==> src/rtl/tmr_pkg.sv <==
package tmr_pkg;

    typedef enum logic [1:0] {
        MODE_INTERVAL = 2'b00,
        MODE_PULSE    = 2'b01,
        MODE_WDOG     = 2'b10,
        MODE_RSVD     = 2'b11
    } tmr_mode_e;

    typedef struct packed {
        logic      run;
        logic      div_en;
        logic      clr_en;
        logic      edge_rise;
        logic      src_ext;
        tmr_mode_e mode;
    } tmr_ctrl_t;

    localparam int BIT_RUN    = 7;
    localparam int BIT_DIV    = 6;
    localparam int BIT_CLR    = 5;
    localparam int BIT_EDGE   = 3;
    localparam int BIT_SRC    = 2;
    localparam int BIT_MODE_H = 1;
    localparam int BIT_MODE_L = 0;

    function automatic tmr_ctrl_t ctrl_from_word(input logic [31:0] w);
        tmr_ctrl_t c;
        c.run       = w[BIT_RUN];
        c.div_en    = w[BIT_DIV];
        c.clr_en    = w[BIT_CLR];
        c.edge_rise = w[BIT_EDGE];
        c.src_ext   = w[BIT_SRC];
        c.mode      = tmr_mode_e'(w[BIT_MODE_H:BIT_MODE_L]);
        return c;
    endfunction

    function automatic logic [31:0] word_from_ctrl(input tmr_ctrl_t c);
        logic [31:0] w;
        w                       = '0;
        w[BIT_RUN]              = c.run;
        w[BIT_DIV]              = c.div_en;
        w[BIT_CLR]              = c.clr_en;
        w[BIT_EDGE]             = c.edge_rise;
        w[BIT_SRC]              = c.src_ext;
        w[BIT_MODE_H:BIT_MODE_L] = c.mode;
        return w;
    endfunction

    localparam tmr_ctrl_t CTRL_RESET = '{run: 1'b0, div_en: 1'b0, clr_en: 1'b0,
                                         edge_rise: 1'b0, src_ext: 1'b0,
                                         mode: MODE_INTERVAL};

endpackage

==> src/rtl/tmr_prescaler.sv <==
module tmr_prescaler #(
    parameter int DIV_N = 8
) (
    input  logic clk,
    input  logic rst,
    input  logic enable,
    output logic tick
);
    localparam int PW = (DIV_N > 1) ? $clog2(DIV_N) : 1;

    generate
        if (DIV_N <= 1) begin : g_passthru
            assign tick = enable;
        end else begin : g_divide
            logic [PW-1:0] phase_q;
            localparam logic [PW-1:0] LAST = PW'(DIV_N - 1);

            always_ff @(posedge clk) begin
                if (rst || !enable) begin
                    phase_q <= '0;
                end else if (phase_q == LAST) begin
                    phase_q <= '0;
                end else begin
                    phase_q <= phase_q + 1'b1;
                end
            end

            assign tick = enable && (phase_q == LAST);

            // prescaler ticks are never back to back when dividing
            p_tick_spaced_r7: assert property (@(posedge clk) disable iff (rst)
                tick |=> !tick);
        end
    endgenerate

endmodule

==> src/rtl/tmr_ext_sync.sv <==
module tmr_ext_sync #(
    parameter int SYNC_STAGES = 2
) (
    input  logic clk,
    input  logic rst,
    input  logic pin,
    input  logic sel_rise,
    output logic pulse
);
    logic [SYNC_STAGES-1:0] chain_q;
    logic                   last_q;
    logic                   rise_evt;
    logic                   fall_evt;

    generate
        if (SYNC_STAGES == 1) begin : g_one
            always_ff @(posedge clk) begin
                if (rst) chain_q <= '0;
                else     chain_q <= pin;
            end
        end else begin : g_many
            always_ff @(posedge clk) begin
                if (rst) chain_q <= '0;
                else     chain_q <= {chain_q[SYNC_STAGES-2:0], pin};
            end
        end
    endgenerate

    always_ff @(posedge clk) begin
        if (rst) last_q <= 1'b0;
        else     last_q <= chain_q[SYNC_STAGES-1];
    end

    assign rise_evt = chain_q[SYNC_STAGES-1] && !last_q;
    assign fall_evt = !chain_q[SYNC_STAGES-1] && last_q;
    assign pulse    = sel_rise ? rise_evt : fall_evt;

    // each detected edge lasts one cycle
    p_rise_single_r8: assert property (@(posedge clk) disable iff (rst)
        rise_evt |=> !rise_evt);
    p_fall_single_r8: assert property (@(posedge clk) disable iff (rst)
        fall_evt |=> !fall_evt);

endmodule

==> src/rtl/tmr_ctrl_reg.sv <==
module tmr_ctrl_reg
    import tmr_pkg::*;
(
    input  logic        clk,
    input  logic        rst,
    input  logic        wr_en,
    input  logic [31:0] wr_data,
    input  logic        wdog_off,
    output tmr_ctrl_t   ctrl,
    output logic        active,
    output logic        clear_evt,
    output logic [31:0] rd_data
);
    tmr_ctrl_t ctrl_q, cand, ctrl_d;
    logic      wd_live_q, wd_live_d;
    logic      active_d;

    always_comb begin
        cand      = wr_en ? ctrl_from_word(wr_data) : ctrl_q;
        ctrl_d    = cand;
        wd_live_d = 1'b0;
        if (cand.mode == MODE_WDOG && !wdog_off) begin
            wd_live_d  = wd_live_q | cand.run;
            ctrl_d.run = 1'b0;
        end
    end

    always_ff @(posedge clk) begin
        if (rst) begin
            ctrl_q    <= CTRL_RESET;
            wd_live_q <= 1'b0;
        end else begin
            ctrl_q    <= ctrl_d;
            wd_live_q <= wd_live_d;
        end
    end

    assign active    = ctrl_q.run | wd_live_q;
    assign active_d  = ctrl_d.run | wd_live_d;
    assign clear_evt = active && !active_d && ctrl_d.clr_en;
    assign ctrl      = ctrl_q;
    assign rd_data   = word_from_ctrl(ctrl_q);

    // while the watchdog holds the count, the run bit reads 0
    p_wd_run_hidden_r9: assert property (@(posedge clk) disable iff (rst)
        (ctrl_q.mode == MODE_WDOG && !wdog_off && !$past(wdog_off)) |-> !rd_data[BIT_RUN]);
    // reserved positions never read as 1
    p_reserved_zero_r2: assert property (@(posedge clk) disable iff (rst)
        rd_data[31:8] == '0 && !rd_data[4]);

endmodule

==> src/rtl/tmr_core.sv <==
module tmr_core
    import tmr_pkg::*;
#(
    parameter int CNT_W       = 32,
    parameter int DIV_N       = 8,
    parameter int SYNC_STAGES = 2
) (
    input  logic             clk,
    input  logic             rst,
    input  logic             wr_en,
    input  logic [31:0]      wr_data,
    output logic [31:0]      rd_data,
    input  logic             ext_cnt_in,
    input  logic             wdog_off,
    output logic [CNT_W-1:0] count_value
);
    tmr_ctrl_t        ctrl;
    logic             active;
    logic             clear_evt;
    logic             div_tick;
    logic             ext_tick;
    logic             tick;
    logic [CNT_W-1:0] cnt_q;

    tmr_ctrl_reg u_ctrl (
        .clk       (clk),
        .rst       (rst),
        .wr_en     (wr_en),
        .wr_data   (wr_data),
        .wdog_off  (wdog_off),
        .ctrl      (ctrl),
        .active    (active),
        .clear_evt (clear_evt),
        .rd_data   (rd_data)
    );

    tmr_prescaler #(.DIV_N(DIV_N)) u_div (
        .clk    (clk),
        .rst    (rst),
        .enable (ctrl.div_en),
        .tick   (div_tick)
    );

    tmr_ext_sync #(.SYNC_STAGES(SYNC_STAGES)) u_ext (
        .clk      (clk),
        .rst      (rst),
        .pin      (ext_cnt_in),
        .sel_rise (ctrl.edge_rise),
        .pulse    (ext_tick)
    );

    assign tick = ctrl.src_ext ? ext_tick : div_tick;

    always_ff @(posedge clk) begin
        if (rst || clear_evt) begin
            cnt_q <= '0;
        end else if (active && tick) begin
            cnt_q <= cnt_q + 1'b1;
        end
    end

    assign count_value = cnt_q;

    // a stopped counter holds
    p_hold_stopped_r3: assert property (@(posedge clk) disable iff (rst)
        !active |=> $stable(cnt_q));
    // a stop with clear-on-stop lands on zero
    p_clear_on_stop_r4: assert property (@(posedge clk) disable iff (rst)
        clear_evt |=> cnt_q == '0);
    // prescaler source with divide disabled never advances
    p_no_div_no_count_r7: assert property (@(posedge clk) disable iff (rst)
        (!ctrl.src_ext && !ctrl.div_en && !clear_evt) |=> $stable(cnt_q));
    // the counter only steps by one or returns to zero
    p_step_or_zero_r10: assert property (@(posedge clk) disable iff (rst)
        !$stable(cnt_q) |-> (cnt_q == $past(cnt_q) + 1'b1 || cnt_q == '0));

endmodule

==> config.mk <==
export PLATFORM = sky130hd
export DESIGN_NAME = tmr_core
export DESIGN_NICKNAME = d
export VERILOG_FILES = /design/src/rtl/tmr_pkg.sv /design/src/rtl/tmr_prescaler.sv /design/src/rtl/tmr_ext_sync.sv /design/src/rtl/tmr_ctrl_reg.sv /design/src/rtl/tmr_core.sv
export SDC_FILE = /design/constraint.sdc
export NUM_CORES = 1
export LEC_CHECK = 0
export ABC_AREA = 1
export BUFFER_PORTS_ARGS = -buffer_cell sky130_fd_sc_hd__buf_2
export CORE_MARGIN = 1.5
export CORE_UTILIZATION = 40
export CTS_CLUSTER_SIZE = 12
export DETAILED_ROUTE_END_ITERATION = 8
export PLACE_DENSITY_LB_ADDON = 0.08
export SYNTH_ARGS = -nofsm -noshare
export SYNTH_HDL_FRONTEND = slang
export SYNTH_SLANG_ARGS = --single-unit
==> constraint.sdc <==
create_clock -name clk -period 3.4 [get_ports clk]
set_input_delay 0.17 -clock clk [delete_from_list [all_inputs] [get_ports clk]]
set_output_delay 0.17 -clock clk [all_outputs]
set_load 0.01 [all_outputs]
; ---- Word level (Yosys, flattened, before mapping)
; Cells that the tools add are included.
[classes]
n_mux = 5
n_addsub = 2
n_eq_ne = 2
n_reduce_logical = 15
n_bitwise = 3
[ops]
columns = cell, n
row1 = "32-bit by 1-bit adder with 32-bit output, second input constant", 1
row2 = 1-bit logical AND, 7
row3 = 7-bit 2-to-1 mux, 1
row4 = 1-bit logical NOT, 5
row5 = 1-bit 2-to-1 mux, 4
row6 = "3-bit by 1-bit adder with 3-bit output, second input constant", 1
row7 = "3-bit equality test, second input constant", 1
row8 = 1-bit OR, 3
row9 = "2-bit equality test, second input constant", 1
row10 = 1-bit logical OR, 2
row11 = 2-bit OR reduction, 1
[totals]
elab_cells = 38
register_bits = 46
inputBits = 37
output_inout_bits = 64

; ---- Longest topological paths before layout
; Gate-level depths: netlist (run 1).
[depth]
depth_word = 9
depth_mapped = 11
ltp_nobuf = 10

; ---- Modules after synthesis
; Synthesis (run 1) repeated with hierarchy kept, for this count alone.
[hier_totals]
hier_cells = 411
hier_area_um2 = 2771.4
[by_module_without_submodules]
columns = module, seq_area_each_um2, n_inst, area_per_inst_um2, cells_each
row1 = tmr_core, 640.6, 1, 1923.1, 300
row2 = tmr_ctrl_reg, 160.2, 1, 615.6, 82
row3 = tmr_prescaler, 60.1, 1, 128.9, 15
row4 = tmr_ext_sync, 60.1, 1, 103.8, 14

; ---- Least setup slack after synthesis (run 1)
; Ideal clock, no wire load.
[synth_timing]
kind = reg2reg
from = reg u_div.g_divide.phase_q[0]
to = reg cnt_q[20] (netlist: count_value[20])
setup_slack_ns = 1.848
path_buffers = 1
required_ns = 3.284
path_stages_with_launch = 10
arrival_ns = 1.436
setup_ns = 0.116
period_less_slack_ns = 1.552
cell_sequence = dfxtp_1 -> ha_1 -> ha_1 -> a21oi_1 -> nor2_1 -> nand2_2 -> buf_2 -> nor2_2 -> a21oi_1 -> nor2_2
[synth_via]
elab_chain_cells = 4
[synth_lines]
columns = element, line_no
row1 = from (decl), tmr_prescaler.sv:15  ; logic [PW-1:0] phase_q;
row2 = from (signal assigned), tmr_prescaler.sv:24  ; phase_q <= phase_q + 1'b1;
row3 = 3-bit equality test, tmr_prescaler.sv:28  ; assign tick = enable && (phase_q == LAST);
row4 = 1-bit logical AND, tmr_prescaler.sv:28
row5 = 1-bit 2-to-1 mux, tmr_core.sv:52  ; assign tick = ctrl.src_ext ? ext_tick : div_tick;
row6 = 1-bit logical AND, tmr_core.sv:57  ; end else if (active && tick) begin
row7 = to (signal assigned), tmr_core.sv:58  ; cnt_q <= cnt_q + 1'b1;
row8 = to (decl), tmr_core.sv:23  ; logic [CNT_W-1:0] cnt_q;
; No other way between the ends.
; A chain may end at the register's enable or synchronous reset.

; ---- Worst setup path in the final report (run 1)
[layout_timing]
from = reg u_div.g_divide.phase_q[0]
to = reg cnt_q[17] (netlist: count_value[17])
; The elaborated chain is that of the path after synthesis.

==> flow_summary.json, run 1 <==
{
  "start_util": 0.4191,
  "die_h_um": 85.03,
  "synth_flop_cell": "dfxtp_1",
  "ctsHoldBuffers": 0,
  "p_seq_frac": 0.558,
  "path_clk_slew_ps": 100,
  "fill_cells": 695,
  "period_needed_ps": 1930,
  "start_kind": "flip-flop",
  "slew_viol_final": 0,
  "cts_resized": 0,
  "worstHoldPathType": "input pin to flip-flop",
  "insertedDiodeCount": 0,
  "period_share": 0.5678,
  "netSwitchingFraction": 0.2739,
  "switchingPower_uw": 271.0,
  "regArea_um2": 920.9,
  "grt.total_usage": 0.1520,
  "grt_pass1_vias": 1991,
  "antenna_found_initial": 0,
  "synth.avg_cell_area_um2": 6.745,
  "tns_ps": 0,
  "syn_inst": 399,
  "route.antenna.remaining_nets": 0,
  "synth_cell_types": 31,
  "overflow": 0,
  "cts_tree": "built",
  "arrival_ps": 2180,
  "num_rows": 29,
  "required_ps": 3650,
  "h-tree-depth": 2,
  "cts.root.buffer_cell": "clkbuf_8",
  "synth_seq_cells": 46,
  "combPwrFrac": 0.081,
  "clock_skew_ps": 6.732,
  "clock_power_share": 0.361,
  "route.detailed.drc": 4,
  "yosys-top-cells-area": "dfxtp_1 (34%), nand2_1 (13%), nor2_1 (8.5%)",
  "peakVddDrop_v": 0.0001698,
  "clockBufferDepth": 2,
  "grt_pass1_wl_mm": 8.859,
  "rsz0062_at_grt": "false",
  "die_w_um": 85.03,
  "status": "finished with violations",
  "grt_max_degree": 28,
  "p_leak_uw": 0.001512,
  "synth_edf_count": 0,
  "post_cts_buffers": 0,
  "hpwl_mm": 3.973,
  "wirelength_mm": 5.307,
  "multiInputGateArea_mm2": 0.001358,
  "drv_cap": 0,
  "clk_latency_ps": 300,
  "worst_pin_slew_ps": 525.6,
  "yosysTopAreaCell": "dfxtp_1",
  "finalHoldViolCount": 0,
  "synth_top_area_share": 0.3422,
  "fmax_mhz": 518.0,
  "numCtsBuffers": 5,
  "rr_startpoint": "u_div.g_divide.phase_q[0]",
  "min_from": "ext_cnt_in",
  "critPathLaunch": "u_div.g_divide.phase_q[0]",
  "routabilityCongestion": 0.7627,
  "port-buffer-count": 50,
  "wl_per_cell_um": 10.15,
  "final_layout_size_suffix_gt1_frac": 0.2018,
  "syn-cell-area_mm2": 0.002691,
  "drtIter0Drc": 112,
  "ys_top_cells_by_count": "nand2_1 (90), nor2_1 (61), inv_1 (57)",
  "slew_headroom": 0.6492,
  "async_reset_ff_frac": 0,
  "core_area_mm2": 0.006422,
  "internal-power_uw": 718.5,
  "nets": 485,
  "syn_to_final_growth_pct": 9.577,
  "worst-path-max-fanout": 13,
  "worstSetupPathType": "flip-flop to flip-flop",
  "synth.most_common_cell": "nand2_1",
  "cts_sinks": 46,
  "avgViaCountPerCell": 4.478,
  "crit_path_end_kind": "flip-flop",
  "yosysWarningCount": 0,
  "firstDrtPassIters": 6,
  "io_pins": 101,
  "via_count": 2342,
  "powerDensity_mw_per_mm2": 335.5,
  "violations": "design-rule violations",
  "finalSetupViolCount": 0,
  "hold_slack_ps": 53.04,
  "yosysSeqAreaShare": 0.3422,
  "die_area_mm2": 0.007229
}
worst paths after layout:
check	to	slack, ps	cells after the start
worst max register to register	count_value[17]	1470	10
worst min register to register	u_ext.chain_q[1]	410	2
worst min-delay path	u_ext.chain_q[0]	50	3
worst max-delay path	count_value[17]	1470	10
power groups by stage:
stage               registers (uW)  clock network, uW  logic, uW
floorplan                      566                  0       86.8
global placement               565                  0       80.9
detailed placement             565                  0       81.6
CTS                            552                375       81.8
global route                   553                392       91.8
finish                         552                357       80.4
sequential cells by signal, indices dropped and copies added, names as in the netlist:
register and count:
count_value 32, u_ctrl.ctrl 7, u_ctrl.wd_live_q 1, u_div.g_divide.phase_q 3, u_ext.chain_q 2, u_ext.last_q 1
layer usage:
layer  vias to the layer above  wire length (um)  track usage
li1                       1265                 -            -
met4                         0                57      0.05216
met2                        57              2316       0.2417
met3                         5               291      0.04086
met5                         -                 0            0
met1                      1015              2641       0.1992
logic make-up (layout without fill, tap and decap cells):
group                      count (synthesis)  after routing  share of synthesized area
DFF                                       46             46                     0.3422
xor gates and xnor gates                   5              5                    0.01627
and+or+nand+nor                          220            220                     0.3775
adders and majority gates                  3              3                    0.01395
buffers and inverters                     95            118                     0.1869
AOI/OAI and AO/OA                         29             29                    0.06184
other                                      1             25                   0.001393
cells in the final DEF, fill, tap and decap left out, types with 2 or more instances in the layout:
cell,instances
inv_2,2
nor2_1,61
nor2_2,13
nor2_4,2
nand2_1,90
nor3_1,3
nand4_1,6
conb_1,25
o21ai_0,6
o21ai_1,2
nand3_2,2
dfxtp_1,46
xnor2_1,3
buf_2,50
a21oi_1,14
xor2_1,2
nand3_1,31
ha_1,3
o21bai_1,4
nand2_2,6
o21ai_2,3
nand3b_1,2
clkbuf_8,5
clkinv_4,2
inv_1,57
worst max-delay path, stage by stage (launching register included):
cell	delay, ps
dfxtp_1	350
ha_1	150
ha_1	150
a21oi_1	60
nor2_1	110
nand2_2	210
nor2_2	480
nand2_1	130
nand2_1	90
nand2_1	50
nor2_1	80
final cells by class:
class,instances,share of cell area
Multi-Input combinational cell,282,0.4603
Sequential cell,46,0.3123
Timing Repair Buffer,50,0.08485
Inverter,60,0.07807
Tap cell,77,0.03267
Clock buffer,5,0.02333
Clock inverter,3,0.008485
per-stage QoR:
step	util	setup slack, ps	std cells	instance area, um2	power, uW
CTS	0.4592	1415	523	2949	1010
global placement	0.4446	1465	515	2855	645.5
detailed placement	0.4446	1443	515	2855	646.4
floorplan	-	1848	423	2781	652.6
global route	0.4592	1230	523	2949	1037
finish	0.4592	1470	523	2949	989.5
No activity file was read; power rests on OpenSTA's default activity.
==> run 2: changes to the inputs <==
- ABC_AREA: 1 -> 0
- clock period: 3.4 -> 1.6 ns (I/O delays scaled with it)
==> run 2 against run 1 <==
The flow finishes with violations (negative setup slack); non-clock buffer count increased by 67; cell count decreased by 15%; flip-flop and latch count unchanged; via count fell by 8.8%; wire length increased by 2.2%; largest cell class unchanged.
==> flow_summary.json, run 2 <==
{
  "period_needed_ps": 1767,
  "firstDrtPassIters": 4,
  "nets": 411,
  "met2_usage": 0.3207,
  "path_clk_slew_ps": 90,
  "synth_cell_types": 39,
  "synth.avg_cell_area_um2": 8.875,
  "synth.most_common_cell": "dfxtp_1",
  "synth_seq_cells": 46,
  "finalSetupViolCount": 28,
  "whs_endpoint": "u_ctrl.ctrl[2]",
  "grt.total_usage": 0.1918,
  "yosysWarningCount": 0,
  "largest_reg_flops": 32,
  "powerDensity_mw_per_mm2": 665.5,
  "final_cell_mix": "buf_4 (55), buf_2 (50), nor2_1 (35)",
  "cts_sinks": 46,
  "port-buffer-count": 50,
  "path_buf_inv": 4,
  "drtIter0Drc": 74,
  "core_area_mm2": 0.005507,
  "min_path_cells": 3,
  "avgViaCountPerCell": 4.811,
  "die_area_mm2": 0.006187,
  "numCtsBuffers": 5,
  "final_layout_size_suffix_gt1_frac": 0.4489,
  "synth_edf_count": 0,
  "yosysTopAreaCell": "dfxtp_1",
  "grt_max_degree": 33,
  "overflow": 0,
  "rr_startpoint": "u_div.g_divide.phase_q[0]",
  "drv_cap": 0,
  "route.detailed.drc": 0,
  "insertedDiodeCount": 0,
  "syn_to_final_growth_pct": 44.92,
  "cts.root.buffer_cell": "clkbuf_8",
  "clock_skew_ps": 9.015,
  "grt_pass1_vias": 2111,
  "clockBufferDepth": 2,
  "die_h_um": 78.66,
  "io_pins": 101,
  "grt_util_met1": 0.2454,
  "worstSetupPathType": "flip-flop to flip-flop",
  "slowest_stage": "dfxtp_2",
  "r2r.worst_path.cells": 11,
  "crit_path_end_kind": "flip-flop",
  "syn-cell-area_mm2": 0.002290,
  "cp_cell_sequence": "ha_4, ha_4, a21oi_4, buf_4, buf_6, nor2_4, buf_4, buf_6, nand4_1, xor2_1, nor2_1",
  "routabilityCongestion": 0.7722,
  "slew_viol_final": 0,
  "rrSetupSlack_ps": -170,
  "dp.cells": 422,
  "violations": "negative setup slack",
  "start_util": 0.4158,
  "min_from": "wr_data[2]",
  "via_count": 2136,
  "worstHoldPathType": "input pin to flip-flop",
  "antenna_found_initial": 0,
  "met3_usage": 0.04651,
  "wl_per_cell_um": 12.22,
  "syn_inst": 258,
  "fmax_mhz": 565.8,
  "num_rows": 27,
  "finalHoldViolCount": 0,
  "yosys-top-cells-area": "dfxtp_1 (40%), xor2_1 (9.2%), buf_4 (8.9%)",
  "path_delay_family": "buffers and inverters",
  "reg2reg_to": "count_value[19]",
  "required_ps": 1800,
  "route.antenna.remaining_nets": 0,
  "p_leak_uw": 0.001526,
  "yosysSeqAreaShare": 0.4022,
  "period_share": 1.105,
  "synth_top_area_share": 0.4022,
  "rsz0062_at_grt": "true",
  "ys_top_cells_by_count": "dfxtp_1 (46), nor2_1 (36), buf_4 (27)",
  "synth_flop_cell": "dfxtp_1",
  "fin_ws_ps": -167.5,
  "worst-path-max-fanout": 6,
  "die_w_um": 78.66,
  "grt_pass1_wl_mm": 9.480,
  "h-tree-depth": 2,
  "hpwl_mm": 3.884,
  "wirelength_mm": 5.426,
  "peakVddDrop_v": 0.0004464,
  "slowest_delay_ps": 340,
  "final_cells": 444,
  "hold_slack_ps": 29.78,
  "cp.depth": 11,
  "clk_latency_ps": 300,
  "status": "finished with violations",
  "cts_tree": "built",
  "layout_commonest_cell": "buf_4",
  "arrival_ps": 1960,
  "gr-max-usage-layer": "met2",
  "async_reset_ff_frac": 0,
  "start_kind": "flip-flop"
}
run 2: cell count changes after synthesis, moves of 5 or more:
| cell | delta |
|---|---|
| nand2_1 | -78 |
| nand4_1 | +12 |
| mux2i_1 | +6 |
| and3_1 | +6 |
| nor2_1 | -25 |
| nor2_2 | -13 |
| clkbuf_1 | +5 |
| nand3_1 | -20 |
| inv_1 | -52 |
| nand2_2 | -6 |
| xor2_1 | +22 |
run 2: power by group:
part           leakage (uW)  switching, uW  internal, uW
Sequential         0.000382           10.7          1160
Combinational       0.00109            113          75.1
Clock             0.0000557            386           467
run 2: metrics by stage:
stage	power [uW]	setup WS (ps)	setup TNS, ps	instance area [um2]	util
floorplan	1342	-191.6	-507.9	2454	-
global placement	1360	-152.9	-946.5	2963	0.5381
detailed placement	1361	-187.1	-1507	2963	0.5381
CTS	2234	-151.3	-954.8	3237	0.5878
global route	2320	-294.3	-5177	3318	0.6026
finish	2208	-167.5	-2131	3318	0.6026
run 2: repair_timing:
item,in CTS,in global routing
hold endpoints to repair,1,0
setup endpoints to repair,26,31
gates resized for setup,14,17
pin swaps,11,27
cloned,1,0
buffers inserted,11,4
hold buffers,1,0
run 2: layout make-up:
class,instances,area [um2]
fill,506,2188
timing repair buffer,117,814.5
multi-input combinational,196,1338
sequential,46,948.4
tap,72,90.09
clock buffer,6,72.57
inverter,5,18.77
clock inverter,2,36.28
run 2: cell families after synthesis:
family / Yosys count / synth area share
buffers and inverters: 41 / 0.1153
muxes: 6 / 0.02623
other: 1 / 0.001638
xor gates and xnor gates: 24 / 0.09180
adders and majority gates: 3 / 0.01640
and+or+nand+nor: 116 / 0.2934
AOI/OAI and AO/OA: 21 / 0.05301
DFF: 46 / 0.4022
run 2: worst max-delay path by stage:
| stage | from | endpoint | slack [ps] |
|---|---|---|---|
| 3_5_place_dp | count_value[10] | count_value[26] | -190 |
| 5_1_grt | u_div.g_divide.phase_q[0] | count_value[31] | -290 |
| 2_1_floorplan | count_value[10] | count_value[31] | -190 |
| 4_1_cts | u_div.g_divide.phase_q[0] | count_value[31] | -150 |
| 6_report | u_div.g_divide.phase_q[0] | count_value[19] | -170 |
| 3_3_place_gp | u_div.g_divide.phase_q[0] | count_value[31] | -150 |
run 2: worst min-delay path, delay by kind of cell:
family	cells	cell delay, ps
buf+inv	1	80
simple gates	1	80
mux	1	60
run 2: layer usage:
| layer | wire length [um] | vias to the layer above |
|---|---|---|
| met1 | 2493 | 1014 |
| met2 | 2678 | 45 |
| met5 | 0 | - |
| li1 | - | 1071 |
| met4 | 44 | 0 |
| met3 | 209 | 6 |
